`src/rtl/adc_seq.sv`:
```
module adc_seq #(
  parameter int NBITS      = 10,
  parameter int HALF_DIV   = 2,
  parameter int TRACK_HALF = 12,
  parameter int AMP_HALF   = 21
) (
  input  logic             clk,
  input  logic             rst_n,
  input  logic             reg_wr,
  input  logic             reg_addr,
  input  logic [8:0]       reg_wdata,
  output logic [15:0]      reg_rdata,
  input  logic             timer_evt,
  input  logic             ext_trig,
  input  logic             cmp_in,
  output logic [NBITS-1:0] dac_code,
  output logic [1:0]       phase,
  output logic             gain_on,
  output logic [2:0]       mux_pos,
  output logic [2:0]       mux_neg,
  output logic             mux_diff,
  output logic             trim_en,
  output logic             busy,
  output logic             ready
);
  localparam int CONV_HALF = 2 * NBITS;
  localparam int CW = $clog2(AMP_HALF + TRACK_HALF + CONV_HALF + 1);
  localparam int PW = (HALF_DIV > 1) ? $clog2(HALF_DIV) : 1;
  localparam logic [1:0] P_IDLE = 2'd0, P_AMP = 2'd1, P_TRK = 2'd2, P_CNV = 2'd3;

  logic [7:0]       ctrl_q;
  logic             sw_req, err_q;
  logic [2:0]       pin_s;
  logic [PW-1:0]    pre;
  logic [CW-1:0]    cnt, plen;
  logic [NBITS-1:0] msk, result_q, sar_keep;
  logic [1:0]       pidx;
  logic             d_ok, d_diff, d_trim, trig, fire, half, last, pin_edge;
  logic [2:0]       d_pos, d_neg;

  assign busy     = (phase != P_IDLE);
  assign pidx     = ctrl_q[1:0] - 2'd2;
  assign pin_edge = ctrl_q[7] ? (pin_s[2] & ~pin_s[1]) : (~pin_s[2] & pin_s[1]);
  assign half     = busy && (pre == PW'(HALF_DIV - 1));
  assign plen     = (phase == P_AMP) ? CW'(AMP_HALF) :
                    (phase == P_TRK) ? CW'(TRACK_HALF) : CW'(CONV_HALF);
  assign last     = half && (cnt == plen - 1'b1);
  assign sar_keep = cmp_in ? dac_code : (dac_code & ~msk);
  assign fire     = trig && !busy;
  assign reg_rdata = reg_addr ? {1'b0, err_q, busy, ready, {(12-NBITS){1'b0}}, result_q}
                              : {8'd0, ctrl_q};

  always_comb begin
    case (ctrl_q[6:5])
      2'd0:    trig = sw_req;
      2'd1:    trig = 1'b1;
      2'd2:    trig = timer_evt;
      default: trig = pin_edge;
    endcase
  end

  always_comb begin
    d_ok = 1'b1; d_pos = ctrl_q[2:0]; d_neg = 3'd0; d_diff = 1'b0; d_trim = 1'b0;
    if (ctrl_q[3]) begin
      case (ctrl_q[2:0])
        3'b010, 3'b011, 3'b100, 3'b101: begin
          d_pos = {pidx, 1'b0}; d_neg = {pidx, 1'b1}; d_diff = 1'b1;
        end
        3'b111: begin
          d_pos = 3'd0; d_diff = 1'b1; d_trim = 1'b1;
        end
        default: begin
          d_pos = 3'd0; d_ok = 1'b0;
        end
      endcase
    end
  end

  always_ff @(posedge clk or negedge rst_n) begin
    if (!rst_n) begin
      ctrl_q <= '0; sw_req <= 1'b0; err_q <= 1'b0; pin_s <= '0;
      pre <= '0; cnt <= '0; msk <= '0; dac_code <= '0; result_q <= '0;
      phase <= P_IDLE; gain_on <= 1'b0; ready <= 1'b0;
      mux_pos <= '0; mux_neg <= '0; mux_diff <= 1'b0; trim_en <= 1'b0;
    end else begin
      sw_req <= reg_wr && !reg_addr && reg_wdata[8];
      if (reg_wr && !reg_addr) ctrl_q <= reg_wdata[7:0];
      pin_s <= {pin_s[1], pin_s[0], ext_trig};
      if (fire) begin
        if (!d_ok) begin
          err_q <= 1'b1;
        end else begin
          err_q    <= 1'b0;
          ready    <= 1'b0;
          phase    <= ctrl_q[4] ? P_AMP : P_TRK;
          gain_on  <= ctrl_q[4];
          mux_pos  <= d_pos;
          mux_neg  <= d_neg;
          mux_diff <= d_diff;
          trim_en  <= d_trim;
          pre      <= '0;
          cnt      <= '0;
          msk      <= '0;
          dac_code <= '0;
        end
      end else if (busy) begin
        pre <= half ? '0 : pre + 1'b1;
        if (half) begin
          cnt <= last ? '0 : cnt + 1'b1;
          if (phase == P_CNV && cnt[0]) begin
            dac_code <= sar_keep | (msk >> 1);
            msk      <= msk >> 1;
          end
          if (last) begin
            case (phase)
              P_AMP: phase <= P_TRK;
              P_TRK: begin
                phase    <= P_CNV;
                dac_code <= {1'b1, {(NBITS-1){1'b0}}};
                msk      <= {1'b1, {(NBITS-1){1'b0}}};
              end
              default: begin
                phase    <= P_IDLE;
                result_q <= sar_keep;
                ready    <= 1'b1;
                dac_code <= '0;
              end
            endcase
          end
        end
      end
    end
  end
endmodule

```
`config.mk`:
```
export PLATFORM = sky130hd
export DESIGN_NAME = adc_seq
export DESIGN_NICKNAME = d
export VERILOG_FILES = /design/src/rtl/adc_seq.sv
export SDC_FILE = /design/constraint.sdc
export NUM_CORES = 1
export LEC_CHECK = 0
export BUFFER_PORTS_ARGS = -buffer_cell sky130_fd_sc_hd__buf_4
export CAP_MARGIN = 0
export CORE_MARGIN = 2
export CORE_UTILIZATION = 40
export CTS_CLUSTER_SIZE = 40
export DETAILED_ROUTE_END_ITERATION = 7
export GPL_TIMING_DRIVEN = 0
export SLEW_MARGIN = 30
export SYNTH_ARGS = -nofsm -noshare
export SYNTH_HDL_FRONTEND = slang
export SYNTH_SLANG_ARGS = --single-unit
```
`constraint.sdc`:
```
create_clock -name clk -period 5.2 [get_ports clk]
set_input_delay 0.78 -clock clk [delete_from_list [all_inputs] [get_ports clk]]
set_output_delay 0.78 -clock clk [all_outputs]
set_load 0.01 [all_outputs]
```
Word-level counts from Yosys, hierarchy flattened
Cells that the tools add are included.

word-level totals
  register bits = 62
  output and inout port bits = 39
  logic and storage cells = 114

operators by class
  add/subtract/negate cells = 4
  equal/unequal tests = 13
  multiplexer cells = 50
  bitwise logic cells = 9
  reduce and logical (&&, ||, !) cells = 22

operator list
  cell                                                                 number
  10-bit 2-to-1 mux                                                    13
  6-bit 2-to-1 mux                                                     5
  10-bit case mux with 2 select lines                                  1
  1-bit 2-to-1 mux                                                     16
  15-bit 2-to-1 mux                                                    1
  2-bit 2-to-1 mux                                                     6
  3-bit 2-to-1 mux                                                     4
  10-bit bitwise AND                                                   1
  5-bit 2-to-1 mux                                                     2
  10-bit NOT                                                           1
  10-bit by 9-bit OR with 10-bit output                                1
  5-bit AND reduction                                                  2
  3-bit == test (second input constant)                                3
  2-bit nonzero test                                                   4
  6-bit by 1-bit adder with 6-bit output (second input constant)       1
  2-bit == test (second input constant)                                3
  3-bit by 2-bit == test with 1-bit output (second input constant)     2
  6-bit == test                                                        1
  1-bit logical AND                                                    6
  5-bit by 1-bit subtractor with 6-bit output (second input constant)  1
  5-bit OR reduction                                                   1
  2-bit by 1-bit == test with 1-bit output (second input constant)     2
  1-bit NOT                                                            4
  2-bit case mux with 2 select lines                                   1
  13 further kinds                                                     16

Logic depth before layout (Yosys ltp)
Gate-level depths: netlist (run 1).

  depth in word-level cells = 10
  depth in mapped cells = 8

Least setup slack after synthesis (run 1)
Ideal clock, no wire load.

  kind = reg2reg
  from = reg phase[1]
  to = reg result_q[6]
  library setup time = 0.125 ns
  data arrival time = 2.318 ns
  path slack = 2.757 ns
  cell stages (with the launch flop) = 8
  path buffers = 1
  cell sequence = dfrtp_1 inv_1 ha_1 or3b_1 a2111o_1 nor3_4 buf_6 mux2_2

between the ends
  longest elaborated chain between the ends = 7

ends and longest elaborated chain
  what                                         RTL line  RTL
  start: declaration                           17        output logic [1:0] phase,
  start signal: assignment                     95        phase <= ctrl_q[4] ? P_AMP : P_TRK;
  2-bit == test                                46, 115
  5-bit 2-to-1 mux                             46        (phase == P_TRK) ? CW'(TRACK_HALF) : CW'(CONV_HALF);
  5-bit 2-to-1 mux                             45        assign plen = (phase == P_AMP) ? CW'(AMP_HALF) :
  5-bit by 1-bit subtractor with 6-bit output  47        assign last = half && (cnt == plen - 1'b1);
  6-bit == test                                47
  1-bit logical AND                            47
  5-bit AND reduction (no source line) (*)     -
  end signal: assignment                       124       result_q <= sar_keep;
  end: declaration                             36        logic [NBITS-1:0] msk, result_q, sar_keep;

Mark *: on every way between the ends. The rest lies on a longest branch, timed or not.
A chain may end at the register's enable or synchronous reset.

Worst setup path after layout (run 1)
  from = reg phase[1]
  to = reg dac_code[4]

between the ends
  longest elaborated chain between the ends = 10

ends and longest elaborated chain
  what                                         RTL line  RTL
  2-bit == test                                46, 115
  5-bit 2-to-1 mux                             46
  5-bit 2-to-1 mux                             45
  5-bit by 1-bit subtractor with 6-bit output  47
  6-bit == test                                47
  1-bit logical AND                            47
  10-bit 2-to-1 mux                            114       if (last) begin
  10-bit 2-to-1 mux                            108       if (half) begin
  10-bit 2-to-1 mux                            106       end else if (busy) begin
  10-bit 2-to-1 mux                            89        if (fire) begin
  end signal: assignment                       111       dac_code <= sar_keep | (msk >> 1);
  end signal: assignment                       119       dac_code <= {1'b1, {(NBITS-1){1'b0}}};
  end: declaration                             16        output logic [NBITS-1:0] dac_code,

Parallel ways exist; a longest one is shown, timed or not. The select of a mux whose other input is x is not followed.

==> impl_metrics.toml, run 1 <==
[cts]
clock_latency_ns = 0.34
htree_levels = 3
clkSinkCount = 62
ctsResizeCount = 0
cts_setup_buffers = 0
cts_root_buf = "clkbuf_8"
cts_buffers = 9
cts_hold_buf = 0
ctsLongestPathBuffers = 2
cts_tree = "built"
clk_pin_slew_ns = 0.06

[routing]
via_count = 2340
vias_per_cell = 5.33
ant_nets = 0
wirelength_microns = 6950
first_pass_iters = 4
drt_iter0_markers = 116
drc = 0
wl_per_cell_microns = 15.8

[worst_setup_path]
slowest_delay_ns = 0.83
cp_common_cell = "o21ai_1"
rrSetupSlack_ns = 2.33
cp_max_fo = 8
cpMaxStageDelayCell = "o31ai_1"
r2r_cells = 6
rr_endpoint = "dac_code[4]$_DFFE_PN0P_"
crit_arrival_ns = 3.08
cp.required_ns = 5.41
cp-start-kind = "flop"
setup.worst_path.class = "reg2reg"
path_cells = "inv_1 -> ha_1 -> o21ai_1 -> o31ai_1 -> o21ai_1 -> o2bb2ai_1"
reg2reg_from = "phase[1]$_DFFE_PN0P_"
worstSetupEndpointType = "flop"

[place]
post_dp_cell_area_sq_mm = 0.00355
place_congestion = 0.893
dp_slack_ns = 2.34
place_hpwl_microns = 4910
port_buffers = 50

[logic_synthesis]
synth_top_area_share_pct = 50.9
synth-main-ff-cell = "dfrtp_1"
ys_types = 57
yosys.area.top_type = "dfrtp_1"
ys_seq_area_share_pct = 50.9
yosys_warnings = 0
synth_cells = 274
async_reset_ff_share_pct = 100
syn_avg_cell_area_sq_um = 11.1
synth-seq-cells = 62
synth_edf_count = 0
synth.cell_area_sq_mm = 0.00305
synth_area_leaders = "dfrtp_1 (51%), mux2_2 (9.2%), a22o_1 (3.4%)"

[timing]
period_share_pct = 55.2
finalMaxSlewViolations = 0
fin_crit_ns = 2.87
maxSlewHeadroom_pct = 39.0
setup_slack_ns = 2.33
finalSetupTns_ns = 0
worst_slew_pin_slew_ns = 0.907
rsz0062_at_grt = "no"
setup_viol = 0
fmax_mhz = 348
fin_skew_ns = 0.00877
final_hold_viol_count = 0
holdWs_ns = 0.353

[final_layout]
fin_nets = 359
multi_input_area_sq_mm = 0.00139
syn_to_final_growth_pct = 22.3
fillCellCount = 678
diodes = 0
final-seq-area_sq_mm = 0.00155
drive_gt1_share_pct = 30.0
final_area_sq_mm = 0.00373

[floorplanning]
initial_core_util_pct = 41.6
die_w_microns = 91.3
die_h_microns = 91.3
fp.dieArea_sq_mm = 0.00833
core_area_sq_mm = 0.00733
io_pins = 55
fp-row-count = 31

[flow_run]
maxCapViolCount = 0

[power]
p_leak_nw = 1.75
peakVddDrop_mv = 0.141
power_density_mw_per_mm2 = 263

[grt]
antenna_found_initial = 0
grt_pass1_wl_microns = 11800
grt_max_degree = 63
overflow = 0
grt_pass1_vias = 2284
grt_util_all_layers_pct = 18.3

[worst_hold_path]
holdPathEnd = "pin_s[1]$_DFF_PN0_"
hold_path.class = "reg2reg"
min_from = "pin_s[0]$_DFF_PN0_"
min_delay_path_depth = 0

[outcome]
status = "complete, no violations"
[per-stage QoR]
step	power, W	cells	util (%)
floorplan	0.000566	276	-
global placement	0.000611	425	48.5
detailed placement	0.000612	425	48.5
CTS	0.000996	439	50.8
global route	0.00103	439	50.8
finish	0.000982	439	50.8
[flip-flops by register name (all words and copies together), names as in the netlist]
| name | count |
|---|---|
| ctrl_q | 8 |
| dac_code | 10 |
| trim_en | 1 |
| ready | 1 |
| gain_on | 1 |
| mux_neg | 3 |
| pre | 1 |
| mux_diff | 1 |
| sw_req | 1 |
| msk | 10 |
| cnt | 6 |
| result_q | 10 |
| phase | 2 |
| err_q | 1 |
| pin_s | 3 |
| mux_pos | 3 |
[routing by layer]
layer	vias to the layer above	global-route usage, %	share of wire [%]
li1	1129	-	-
met1	1141	26.2	49
met2	62	26.7	44
met3	8	4.98	5.3
met4	0	6.06	1.4
met5	-	0	0
[cell type report]
type / count / area share, %
timing repair buffer: 50 / 10.1
clock inverter: 1 / 0.134
buffer: 15 / 2.08
tap: 99 / 3.32
multi-input combinational: 190 / 37.3
clock buffer: 13 / 4.53
inverter: 9 / 0.906
sequential: 62 / 41.6
[cell families (layout without fill, tap and decap cells)]
family                   count (synthesis)  count (layout)  synth area share, %
AO/OA/AOI/OAI                           83              83                 20.3
AND/OR/NAND/NOR                         71              71                 12.7
flip-flops                              62              62                 50.9
multiplexers                            25              25                 9.24
buffers and inverters                   24              88                 3.65
adder cells (fa/ha/maj)                  6               6                 2.46
XOR/XNOR                                 2               2                0.575
other                                    1               3                0.123
[Yosys cell counts (all sizes together), types with 2 or more instances]
| master | instances |
|---|---|
| nor2b | 6 |
| a22o | 12 |
| nor3 | 5 |
| mux2 | 25 |
| a32oi | 2 |
| ha | 6 |
| a21oi | 13 |
| o31a | 2 |
| o21ai | 15 |
| buf | 6 |
| nor2 | 14 |
| nand2b | 2 |
| and3 | 4 |
| a21o | 4 |
| nand3 | 6 |
| a32o | 3 |
| o2bb2ai | 8 |
| a211oi | 2 |
| dfrtp | 62 |
| inv | 9 |
| and3b | 2 |
| nor4 | 2 |
| or2 | 2 |
| a21boi | 8 |
| clkbuf | 9 |
| and2 | 7 |
| nand2 | 16 |
[placed cells by master (no fill, tap or decap), types with 2 or more instances in the layout]
cell type  netlist  routed
inv_1            9       9
and2_1           7       7
a21o_1           4       4
nand2b_1         2       2
nor3_1           3       3
a22o_1          12      12
nor2b_1          6       6
and3_1           4       4
or2_2            2       2
conb_1           1       3
mux2_2          25      25
ha_1             6       6
clkbuf_1         8       9
dfrtp_1         62      62
nand3_1          6       6
a211oi_1         2       2
a21boi_0         8       8
buf_4            3      53
o31a_1           2       2
o21ai_1          2       2
and3b_1          2       2
nor4_1           2       2
a21oi_1         13      13
o21ai_0         12      12
a32oi_1          2       2
a32o_1           3       3
nor2_1          14      14
nand2_1         16      16
o2bb2ai_1        8       8
clkbuf_8         0      12
[worst max-delay path, delay by kind of cell, from the launching register on]
kind,cells,cell delay (ns)
flip-flops,1,0.45
adder cells (fa/ha/maj),1,0.32
buffers and inverters,1,0.14
AO/OA/AOI/OAI,4,1.84
[how the worst max path moves through the flow]
| stage | from | to | slack [ns] | cells past startpoint |
|---|---|---|---|---|
| after floorplan | phase[1]$_DFFE_PN0P_ | result_q[6]$_DFFE_PN0P_ | 2.76 | 7 |
| after global placement | timer_evt | dac_code[4]$_DFFE_PN0P_ | 2.36 | 6 |
| after detailed placement | timer_evt | dac_code[4]$_DFFE_PN0P_ | 2.34 | 6 |
| after CTS | phase[1]$_DFFE_PN0P_ | dac_code[4]$_DFFE_PN0P_ | 2.34 | 6 |
| after global routing | phase[1]$_DFFE_PN0P_ | dac_code[4]$_DFFE_PN0P_ | 2.09 | 6 |
| final | phase[1]$_DFFE_PN0P_ | dac_code[4]$_DFFE_PN0P_ | 2.33 | 6 |
[power by group]
group,switching [W],internal [W],leakage (nW)
clock network,0.000174,0.000206,0.0914
registers,0.0000115,0.000494,0.753
logic,0.0000523,0.0000441,0.902
Power figures use the tool's default switching activity.
==> run 2, diff against run 1 <==
ABC_AREA = 1   (was unset)
clock period = 2.68 ns   (was 5.2 ns; I/O delays follow)
==> impl_metrics.toml, run 2 <==
[timing]
fin_skew_ns = 0.00762
fin_crit_ns = 1.96
maxSlewHeadroom_pct = 46.6
finalMaxSlewViolations = 0
worst_slew_pin_slew_ns = 0.802
final_hold_viol_count = 0
setup_slack_ns = 0.721
setup_viol = 0
period_share_pct = 73.1
finalSetupTns_ns = 0
fmax_mhz = 510
rsz0062_at_grt = "no"

[floorplanning]
initial_core_util_pct = 41.0
fp.dieArea_sq_mm = 0.00912
core_area_sq_mm = 0.00818
io_pins = 55
die_h_microns = 95.5
die_w_microns = 95.5
fp-row-count = 33

[worst_setup_path]
r2r_cells = 10
cp_max_fo = 10
crit_arrival_ns = 2.18
setup.worst_path.class = "reg2reg"
cp.required_ns = 2.91
worstSetupEndpointType = "flop"
cp-start-kind = "flop"

[logic_synthesis]
async_reset_ff_share_pct = 100
synth_edf_count = 0
yosys.area.top_type = "dfrtp_1"
synth.cell_area_sq_mm = 0.00335
synth-seq-cells = 62
synth-main-ff-cell = "dfrtp_1"
yosys_warnings = 0
synthTopCellsByCount = "nand2_1 (115), dfrtp_1 (62), inv_1 (47)"
synth.most_common_cell = "nand2_1"
ys_seq_area_share_pct = 46.3
syn_avg_cell_area_sq_um = 8.09
synth_cells = 414
synth_top_area_share_pct = 46.3
synth_area_leaders = "dfrtp_1 (46%), nand2_1 (13%), o21ai_0 (6.7%)"
ys_types = 34

[power]
p_leak_nw = 2.21
power_density_mw_per_mm2 = 502
peakVddDrop_mv = 0.206

[final_layout]
layout_common_cells = "nand2_1 (115), dfrtp_1 (62), buf_4 (54), inv_1 (47), o21ai_0 (45)"
final_common_cell = "nand2_1"
syn_to_final_growth_pct = 22.3
drive_gt1_share_pct = 22.4
reg_top3 = "dac_code x10, msk x10, result_q x10"
fin_nets = 499
diodes = 0
final_area_sq_mm = 0.00410
finalNonFillerCells = 587

[outcome]
status = "complete, no violations"

[routing]
drc = 0
drt_iter0_markers = 128
via_count = 2873
vias_per_cell = 4.89
ant_nets = 0
wl_per_cell_microns = 13.4
first_pass_iters = 4
wirelength_microns = 7890

[cts]
clk_pin_slew_ns = 0.07
clkSinkCount = 62
ctsLongestPathBuffers = 2
cts_setup_buffers = 0
clock_latency_ns = 0.33
cts_tree = "built"
cts_hold_buf = 0
htree_levels = 3
cts_root_buf = "clkbuf_8"
cts_buffers = 9
ctsResizeCount = 0

[place]
port_buffers = 50
place_congestion = 0.900
dp.cells = 571
place_hpwl_microns = 5810
dp_slack_ns = 0.718
post_dp_cell_area_sq_mm = 0.00386

[grt]
overflow = 0
antenna_found_initial = 0
grt_max_degree = 63
grt_pass1_wl_microns = 12900
grt_util_all_layers_pct = 18.5
grt_pass1_vias = 2774

[worst_hold_path]
hold_path.class = "in2async"

[flow_run]
maxCapViolCount = 0
-- run 2: changes by cell type after synthesis, sizes merged, moves of 23 or more --
cell,previous run,this run
nor2,14,37
mux2,25,0
nand2,16,119
inv,9,51
o21ai,15,48
-- run 2: final cells by class --
| cell class | instances | area, sq um |
|---|---|---|
| Timing Repair Buffer | 50 | 375 |
| Tap cell | 105 | 131 |
| Buffer | 19 | 136 |
| Inverter | 52 | 195 |
| Clock buffer | 11 | 151 |
| Multi-Input combinational cell | 283 | 1470 |
| Sequential cell | 62 | 1550 |
| Clock inverter | 5 | 81.3 |
| Fill cell | 809 | 4080 |
-- run 2: where the power goes --
| part | internal (W) | switching, W |
|---|---|---|
| combinational | 0.0000517 | 0.0000906 |
| clock | 0.000574 | 0.000374 |
| sequential | 0.000953 | 0.0000141 |
-- run 2: final timing paths --
kind                                 startpoint  slack, ns                       to
setup / recovery           phase[0]$_DFFE_PN0P_       0.72  dac_code[9]$_DFFE_PN0P_
min in group clk                       ext_trig       0.17       pin_s[0]$_DFF_PN0_
max in group asynchronous                 rst_n       2.00   mux_pos[2]$_DFFE_PN0P_
hold / removal                            rst_n       0.15       pin_s[1]$_DFF_PN0_
hold reg to reg              pin_s[0]$_DFF_PN0_       0.35       pin_s[1]$_DFF_PN0_
setup reg to reg           phase[0]$_DFFE_PN0P_       0.72  dac_code[9]$_DFFE_PN0P_
-- run 2: per-layer routing --
layer / vias up / share of wire, % / track usage (%)
met5: - / 0 / 0
met4: 0 / 0.95 / 7.50
met3: 7 / 5.8 / 2.92
met2: 73 / 46 / 29.9
met1: 1332 / 47 / 24.8
li1: 1461 / - / -
-- run 2: cell families after synthesis --
logic type               after synthesis  synth area share, %
AO/OA/AOI/OAI                         77                 14.6
adder cells (fa/ha/maj)                6                 2.24
buffers and inverters                 71                 9.90
XOR/XNOR                               2                0.523
flip-flops                            62                 46.3
other                                  1                0.112
AND/OR/NAND/NOR                      195                 26.2
-- run 2: critical path, cell delays in order, from the launching register on --
cell and delay, ns:
dfrtp_1 0.45, inv_1 0.09, ha_1 0.28, nor2_4 0.22, nand2_2 0.09, nor2_4 0.13, nand4_2 0.28, nand2_1 0.16
nand2_1 0.06, nand2_1 0.05, nand2_1 0.04
-- run 2: stage by stage --
stage	power, W	utilization, %	hold WS, ns
final	0.00206	50.1	0.147
after global routing	0.00213	50.1	0.156
after CTS	0.00208	50.1	0.155
after detailed placement	0.00113	47.2	0.336
after global placement	0.00113	47.2	0.336
after floorplan	0.00105	-	0.106
